## src/rtl/i2c_am_pkg.sv

```systemverilog
package i2c_am_pkg;

    typedef enum logic [3:0] {
        ST_IDLE,
        ST_HDR,
        ST_EXT,
        ST_TAIL,
        ST_ACK_SETUP,
        ST_ACK_DRIVE,
        ST_ACK_END,
        ST_SLAVE,
        ST_IGNORE
    } am_state_e;

    typedef enum logic [1:0] {
        NX_EXT,
        NX_TAIL,
        NX_SLAVE
    } ack_next_e;

    localparam logic [4:0] TEN_BIT_PREFIX = 5'b11110;

endpackage

```

## src/rtl/i2c_am_sync.sv

```systemverilog
module i2c_am_sync #(
    parameter int STAGES = 2
) (
    input  logic clk,
    input  logic rst_n,
    input  logic scl_in,
    input  logic sda_in,
    output logic sda_s,
    output logic scl_rise,
    output logic scl_fall,
    output logic start_det,
    output logic stop_det
);
    localparam int LINES = 2;
    localparam int SCL_I = 0;
    localparam int SDA_I = 1;

    logic [LINES-1:0] raw;
    logic [LINES-1:0] cur;
    logic [LINES-1:0] prv;

    assign raw = {sda_in, scl_in};

    for (genvar g = 0; g < LINES; g++) begin : g_line
        logic [STAGES-1:0] chain;
        logic              last;
        always_ff @(posedge clk or negedge rst_n) begin
            if (!rst_n) begin
                chain <= '1;
                last  <= 1'b1;
            end else begin
                chain <= {chain[STAGES-2:0], raw[g]};
                last  <= chain[STAGES-1];
            end
        end
        assign cur[g] = chain[STAGES-1];
        assign prv[g] = last;
    end

    assign sda_s     = cur[SDA_I];
    assign scl_rise  =  cur[SCL_I] & ~prv[SCL_I];
    assign scl_fall  = ~cur[SCL_I] &  prv[SCL_I];
    assign start_det =  cur[SCL_I] &  prv[SCL_I] &  prv[SDA_I] & ~cur[SDA_I];
    assign stop_det  =  cur[SCL_I] &  prv[SCL_I] & ~prv[SDA_I] &  cur[SDA_I];

endmodule

```

## src/rtl/i2c_am_regs.sv

```systemverilog
module i2c_am_regs #(
    parameter int W = 8
) (
    input  logic         clk,
    input  logic         rst_n,
    input  logic         reg_sel,
    input  logic         wr_en,
    input  logic [W-1:0] wr_data,
    output logic [W-1:0] rd_data,
    output logic [W-1:0] sar_q,
    output logic [W-1:0] xsar_q
);
    always_ff @(posedge clk or negedge rst_n) begin
        if (!rst_n) begin
            sar_q  <= '0;
            xsar_q <= '0;
        end else if (wr_en) begin
            if (reg_sel) xsar_q <= wr_data;
            else         sar_q  <= wr_data;
        end
    end

    assign rd_data = reg_sel ? xsar_q : sar_q;

endmodule

```

## src/rtl/i2c_am_fsm.sv

```systemverilog
module i2c_am_fsm
    import i2c_am_pkg::*;
#(
    parameter int W = 8
) (
    input  logic         clk,
    input  logic         rst_n,
    input  logic         sda_s,
    input  logic         scl_rise,
    input  logic         scl_fall,
    input  logic         start_det,
    input  logic         stop_det,
    input  logic [W-1:0] sar,
    input  logic [W-1:0] xsar,
    output logic         sda_pull,
    output logic         irq,
    output logic         slave_active,
    output logic         rd_dir,
    output logic         gen_call,
    output logic         own_match
);
    localparam int          CW   = $clog2(W + 1);
    localparam logic [CW-1:0] LAST = CW'(W - 1);

    am_state_e      state_q, state_d;
    ack_next_e      ack_nx_q, ack_nx_d;
    logic [W-1:0]   shreg;
    logic [W-1:0]   nb;
    logic [CW-1:0]  bitcnt;
    logic           ten_q;
    logic           take_bit, last_bit;
    logic           hdr10, hdr_up;
    logic           fire, set_gc, set_own, set_rd, set_ten, clr_ten;

    assign nb       = {shreg[W-2:0], sda_s};
    assign take_bit = scl_rise && (state_q inside {ST_HDR, ST_EXT, ST_TAIL});
    assign last_bit = take_bit && (bitcnt == LAST);
    assign hdr10    = (nb[W-1:W-5] == TEN_BIT_PREFIX);
    assign hdr_up   = (nb[2:1] == sar[2:1]);

    always_comb begin
        state_d  = state_q;
        ack_nx_d = ack_nx_q;
        fire     = 1'b0;
        set_gc   = 1'b0;
        set_own  = 1'b0;
        set_rd   = 1'b0;
        set_ten  = 1'b0;
        clr_ten  = 1'b0;
        if (stop_det) begin
            state_d = ST_IDLE;
        end else if (start_det) begin
            state_d = ST_HDR;
        end else begin
            unique case (state_q)
                ST_IDLE, ST_SLAVE, ST_IGNORE: begin
                end
                ST_HDR: begin
                    if (last_bit) begin
                        if (hdr10) begin
                            if (!nb[0] && hdr_up) begin
                                state_d  = ST_ACK_SETUP;
                                ack_nx_d = NX_EXT;
                                clr_ten  = 1'b1;
                            end else if (nb[0] && hdr_up && ten_q) begin
                                state_d  = ST_ACK_SETUP;
                                ack_nx_d = NX_SLAVE;
                                fire     = 1'b1;
                                set_own  = 1'b1;
                                set_rd   = 1'b1;
                            end else begin
                                state_d  = ST_IGNORE;
                                clr_ten  = 1'b1;
                            end
                        end else if (nb[W-1:1] == '0) begin
                            if (!nb[0] && sar[0]) begin
                                state_d  = ST_ACK_SETUP;
                                ack_nx_d = NX_SLAVE;
                                fire     = 1'b1;
                                set_gc   = 1'b1;
                            end else begin
                                state_d  = ST_IGNORE;
                            end
                        end else if (nb[W-1:1] == sar[W-1:1]) begin
                            state_d  = ST_ACK_SETUP;
                            ack_nx_d = NX_SLAVE;
                            fire     = 1'b1;
                            set_own  = 1'b1;
                            set_rd   = nb[0];
                        end else begin
                            state_d  = ST_IGNORE;
                        end
                    end
                end
                ST_EXT: begin
                    if (last_bit) begin
                        if (nb == xsar) begin
                            state_d  = ST_ACK_SETUP;
                            ack_nx_d = NX_TAIL;
                            set_ten  = 1'b1;
                        end else begin
                            state_d  = ST_IGNORE;
                        end
                    end
                end
                ST_TAIL: begin
                    if (last_bit) begin
                        state_d = ST_SLAVE;
                        fire    = 1'b1;
                        set_own = 1'b1;
                    end
                end
                ST_ACK_SETUP: begin
                    if (scl_fall) state_d = ST_ACK_DRIVE;
                end
                ST_ACK_DRIVE: begin
                    if (scl_rise) state_d = ST_ACK_END;
                end
                ST_ACK_END: begin
                    if (scl_fall) begin
                        unique case (ack_nx_q)
                            NX_EXT:  state_d = ST_EXT;
                            NX_TAIL: state_d = ST_TAIL;
                            default: state_d = ST_SLAVE;
                        endcase
                    end
                end
                default: state_d = ST_IDLE;
            endcase
        end
    end

    always_ff @(posedge clk or negedge rst_n) begin
        if (!rst_n) begin
            state_q  <= ST_IDLE;
            ack_nx_q <= NX_SLAVE;
        end else begin
            state_q  <= state_d;
            ack_nx_q <= ack_nx_d;
        end
    end

    always_ff @(posedge clk or negedge rst_n) begin
        if (!rst_n) begin
            shreg        <= '0;
            bitcnt       <= '0;
            ten_q        <= 1'b0;
            irq          <= 1'b0;
            slave_active <= 1'b0;
            rd_dir       <= 1'b0;
            gen_call     <= 1'b0;
            own_match    <= 1'b0;
        end else if (stop_det || start_det) begin
            bitcnt       <= '0;
            irq          <= 1'b0;
            slave_active <= 1'b0;
            rd_dir       <= 1'b0;
            gen_call     <= 1'b0;
            own_match    <= 1'b0;
            if (stop_det) ten_q <= 1'b0;
        end else begin
            irq <= fire;
            if (fire) begin
                slave_active <= 1'b1;
                gen_call     <= set_gc;
                own_match    <= set_own;
                rd_dir       <= set_rd;
            end
            if (take_bit) begin
                shreg  <= nb;
                bitcnt <= bitcnt + 1'b1;
            end else if (state_q == ST_ACK_END && scl_fall) begin
                bitcnt <= '0;
            end
            if (clr_ten)      ten_q <= 1'b0;
            else if (set_ten) ten_q <= 1'b1;
        end
    end

    always_comb begin
        sda_pull = (state_q == ST_ACK_DRIVE) || (state_q == ST_ACK_END);
    end

endmodule

```

## src/rtl/i2c_addr_match.sv

```systemverilog
module i2c_addr_match #(
    parameter int W           = 8,
    parameter int SYNC_STAGES = 2
) (
    input  logic         clk,
    input  logic         rst_n,
    input  logic         scl_in,
    input  logic         sda_in,
    output logic         sda_pull,
    input  logic         reg_sel,
    input  logic         wr_en,
    input  logic [W-1:0] wr_data,
    output logic [W-1:0] rd_data,
    output logic         irq,
    output logic         slave_active,
    output logic         rd_dir,
    output logic         gen_call,
    output logic         own_match
);
    logic         sda_s, scl_rise, scl_fall, start_det, stop_det;
    logic [W-1:0] sar_q, xsar_q;

    i2c_am_sync #(.STAGES(SYNC_STAGES)) u_sync (
        .clk       (clk),
        .rst_n     (rst_n),
        .scl_in    (scl_in),
        .sda_in    (sda_in),
        .sda_s     (sda_s),
        .scl_rise  (scl_rise),
        .scl_fall  (scl_fall),
        .start_det (start_det),
        .stop_det  (stop_det)
    );

    i2c_am_regs #(.W(W)) u_regs (
        .clk     (clk),
        .rst_n   (rst_n),
        .reg_sel (reg_sel),
        .wr_en   (wr_en),
        .wr_data (wr_data),
        .rd_data (rd_data),
        .sar_q   (sar_q),
        .xsar_q  (xsar_q)
    );

    i2c_am_fsm #(.W(W)) u_fsm (
        .clk          (clk),
        .rst_n        (rst_n),
        .sda_s        (sda_s),
        .scl_rise     (scl_rise),
        .scl_fall     (scl_fall),
        .start_det    (start_det),
        .stop_det     (stop_det),
        .sar          (sar_q),
        .xsar         (xsar_q),
        .sda_pull     (sda_pull),
        .irq          (irq),
        .slave_active (slave_active),
        .rd_dir       (rd_dir),
        .gen_call     (gen_call),
        .own_match    (own_match)
    );

endmodule

```

## config.mk

```make
export PLATFORM = sky130hd
export DESIGN_NAME = i2c_addr_match
export DESIGN_NICKNAME = d
export VERILOG_FILES = /design/src/rtl/i2c_am_pkg.sv /design/src/rtl/i2c_am_sync.sv /design/src/rtl/i2c_am_regs.sv /design/src/rtl/i2c_am_fsm.sv /design/src/rtl/i2c_addr_match.sv
export SDC_FILE = /design/constraint.sdc
export NUM_CORES = 1
export LEC_CHECK = 0
export CORE_MARGIN = 1
export CORE_UTILIZATION = 25
export CTS_BUF_LIST = sky130_fd_sc_hd__clkbuf_16
export CTS_CLUSTER_DIAMETER = 200
export DETAILED_ROUTE_END_ITERATION = 8
export DONT_BUFFER_PORTS = 1
export SETUP_SLACK_MARGIN = 0.2
export SLEW_MARGIN = 30
export SYNTH_ARGS = -nofsm -noshare
export SYNTH_HDL_FRONTEND = slang
export SYNTH_SLANG_ARGS = --single-unit
```

## constraint.sdc

```tcl
create_clock -name clk -period 3.5 [get_ports clk]
set_clock_uncertainty 0.1 [all_clocks]
set_input_delay 0.7 -clock clk [delete_from_list [all_inputs] [get_ports clk]]
set_output_delay 0.7 -clock clk [all_outputs]
set_load 0.03 [all_outputs]
```

==> flow_metrics.py <==
metrics = {
    "cts": {
        "cts_hold_buffers": 0,
        "clk_path_buf_depth": 2,
        "cts_root_buf": "clkbuf_16",
        "cts_made_buffers": 5,
        "path_clk_slew_ns": 0.06,
        "post_cts_buffers": 0,
        "htree_levels": 2,
        "clk_latency_ns": 0.28,
        "cts_resized": 0,
        "clock-sinks": 45,
        "cts_tree": "built",
    },
    "die": {
        "ioPinCount": 28,
        "die-width_um": 99.26,
        "start_util_pct": 25.71,
        "die_h_um": 99.26,
        "die_area_mm2": 0.009852,
        "rows": 35,
        "coreArea_mm2": 0.009196,
    },
    "setup_path": {
        "worst-path-max-fanout": 10,
        "timing.rr.end": "u_fsm.own_match$_DFFE_PN0P_",
        "worstPathArrival_ns": 2.36,
        "rr_worst_depth": 6,
        "required_ns": 3.56,
        "end_kind": "flip-flop",
        "regToRegSetupSlack_ns": 1.20,
        "critPathLaunchType": "flip-flop",
        "worstReg2RegStart": "u_fsm.state_q[2]$_DFFE_PN0P_",
        "critPathKind": "flip-flop to flip-flop",
    },
    "synth": {
        "seq_area_frac_synth_pct": 47.99,
        "synth-seq-cells": 45,
        "synth-edff-count": 0,
        "synth_area_mm2": 0.002365,
        "yosys_most_used_dff": "dfrtp_1",
        "yosys_warnings": 0,
        "synthCells": 234,
        "avgSynthCellArea_um2": 10.11,
        "synthArstFlopShare_pct": 100.0,
        "yosysUniqueCellTypes": 49,
        "synthesis.nets": 249,
    },
    "routing": {
        "first_pass_iters": 4,
        "drc_errors": 0,
        "wl_per_cell_um": 14.47,
        "num_vias": 1661,
        "viasPerCell": 4.857,
        "drtIter0Drc": 89,
        "wirelength_um": 4949,
        "antenna_left": 0,
    },
    "power": {
        "irDropWorstVdd_mv": 0.3206,
        "p_per_area_mw_per_mm2": 629.9,
        "power_w": 0.001650,
        "power_leakage_nw": 1.085,
    },
    "cells_and_area": {
        "layout-drive-gt1-share_pct": 19.05,
        "final_cell_mix": "38 x dfrtp_1, 37 x nand2_1, 24 x mux2_2",
        "stdcell_count": 342,
        "nets": 245,
        "area_growth_pct": 10.74,
        "mostFrequentLayoutCell": "dfrtp_1",
        "n_fill_cell": 967,
        "num_antenna_cells": 0,
    },
    "sta": {
        "hold_viol": 0,
        "fin_crit_ns": 2.299,
        "rsz0062_at_grt": "false",
        "slew_headroom_pct": 35.03,
        "max_freq_mhz": 435.0,
        "maxSlewViolCount": 0,
        "hold_slack_ns": 0.01453,
        "setup_viol": 0,
        "finalCritPeriodShare_pct": 65.68,
        "finalSetupTns_ns": 0,
        "setup_slack_ns": 1.201,
        "worst_pin_slew_ns": 0.9713,
    },
    "grt": {
        "grt_pass1_wl_um": 8114,
        "antenna_found_initial": 0,
        "grt_pass1_vias": 1696,
        "groute.usage.overall_pct": 10.33,
        "grt_overflow": 0,
        "grt_max_degree": 46,
    },
    "placement": {
        "routabilityCongestion": 0.8441,
        "place_ws_ns": 1.227,
        "io_buffer_count": 0,
        "dp_hpwl_um": 3656,
        "dp.cells": 333,
    },
    "flow_run": {
        "maxCapViolations": 0,
    },
    "run_status": {
        "status": "finished clean",
    },
    "min_path": {
        "min-delay-path-class": "input port to asynchronous set/reset pin",
    },
}
[layer usage]
| layer | vias up | GRT usage (%) | wire [um] |
|---|---|---|---|
| met5 | - | 0 | 0 |
| met4 | 0 | 3.733 | 46 |
| met3 | 4 | 3.233 | 261 |
| met2 | 44 | 16.61 | 2359 |
| met1 | 808 | 13.07 | 2281 |
| li1 | 805 | - | - |
[worst max-delay path by stage]
stage | startpoint | endpoint | slack [ns] | cells after the start
2_1_floorplan | reg_sel | rd_data[0] | 1.24 | 2
3_3_place_gp | u_fsm.state_q[2]$_DFFE_PN0P_ | u_fsm.own_match$_DFFE_PN0P_ | 1.28 | 6
3_5_place_dp | u_fsm.state_q[2]$_DFFE_PN0P_ | u_fsm.own_match$_DFFE_PN0P_ | 1.23 | 6
4_1_cts | u_fsm.state_q[2]$_DFFE_PN0P_ | sda_pull | 1.19 | 4
5_1_grt | u_fsm.state_q[0]$_DFFE_PN0P_ | u_fsm.state_q[1]$_DFFE_PN0P_ | 1.10 | 6
6_report | u_fsm.state_q[2]$_DFFE_PN0P_ | u_fsm.own_match$_DFFE_PN0P_ | 1.20 | 6
[logic make-up after synthesis]
family / Yosys count / synth area share (%)
and+or+nand+nor: 90 / 18.99
buffers and inverters: 19 / 3.704
xor gates and xnor gates: 17 / 6.296
AOI/OAI and AO/OA: 36 / 10.21
adders and majority gates: 1 / 0.5290
DFF: 45 / 47.99
muxes: 26 / 12.28
[worst max-delay path, cell delays in order, from the launching register on]
cell and delay (ns):
dfrtp_1 0.48, or2_1 0.38, nor4_4 0.38, nand2_2 0.10, or2_4 0.26, nand2b_4 0.14, a311o_1 0.34
[cell type report]
cell class	count	area, um^2	share of cell area, %
clock buffer	5	125.1	4.778
tap	111	138.9	5.303
timing repair buffer	2	17.52	0.6689
sequential	45	1135	43.34
clock inverter	3	37.54	1.433
multi-input combinational	170	1142	43.62
inverter	6	22.52	0.8600
[registers in the layout (all words and copies together) (netlist names)]
name                 cells
u_fsm.bitcnt             4
u_fsm.irq                1
u_regs.xsar_q            8
u_fsm.gen_call           1
u_fsm.ten_q              1
u_fsm.slave_active       1
u_fsm.rd_dir             1
u_fsm.own_match          1
u_fsm.ack_nx_q           2
u_fsm.shreg              7
u_regs.sar_q             8
u_sync.g_line.last       2
u_sync.g_line.chain      4
u_fsm.state_q            4
[report_power, final]
group          internal, W  switching (W)
Clock             0.000332       0.000187
Combinational     0.000167       0.000237
Sequential        0.000606       0.000121
Total              0.00110       0.000545
[cell usage after synthesis, types with 2 or more instances]
master | n | area share [%]
xnor2_1 | 5 | 1.9
dfrtp_1 | 38 | 40
nor3_1 | 4 | 0.85
nand4_1 | 2 | 0.53
o21ai_0 | 8 | 1.7
mux2i_1 | 2 | 0.85
or3_1 | 4 | 1.1
mux2_2 | 24 | 11
clkbuf_1 | 10 | 1.6
nand2_1 | 37 | 5.9
inv_1 | 6 | 0.95
nor2_1 | 18 | 2.9
o22ai_1 | 3 | 0.79
o31ai_1 | 2 | 0.63
xor2_1 | 12 | 4.4
nor4_1 | 3 | 0.79
buf_6 | 2 | 0.95
dfstp_2 | 7 | 7.8
a221oi_1 | 2 | 0.74
nand2b_1 | 4 | 1.1
nand3_1 | 5 | 1.1
a31oi_1 | 2 | 0.53
nor2b_1 | 3 | 0.79
a21oi_1 | 6 | 1.3
[metrics by stage]
step                      utilization, %  area, um^2
after floorplan                        -        2365
after global placement             26.60        2446
after detailed placement           26.60        2446
after CTS                          28.37        2609
after global routing               28.48        2619
final                              28.48        2619
No activity file was read; power rests on OpenSTA's default activity.
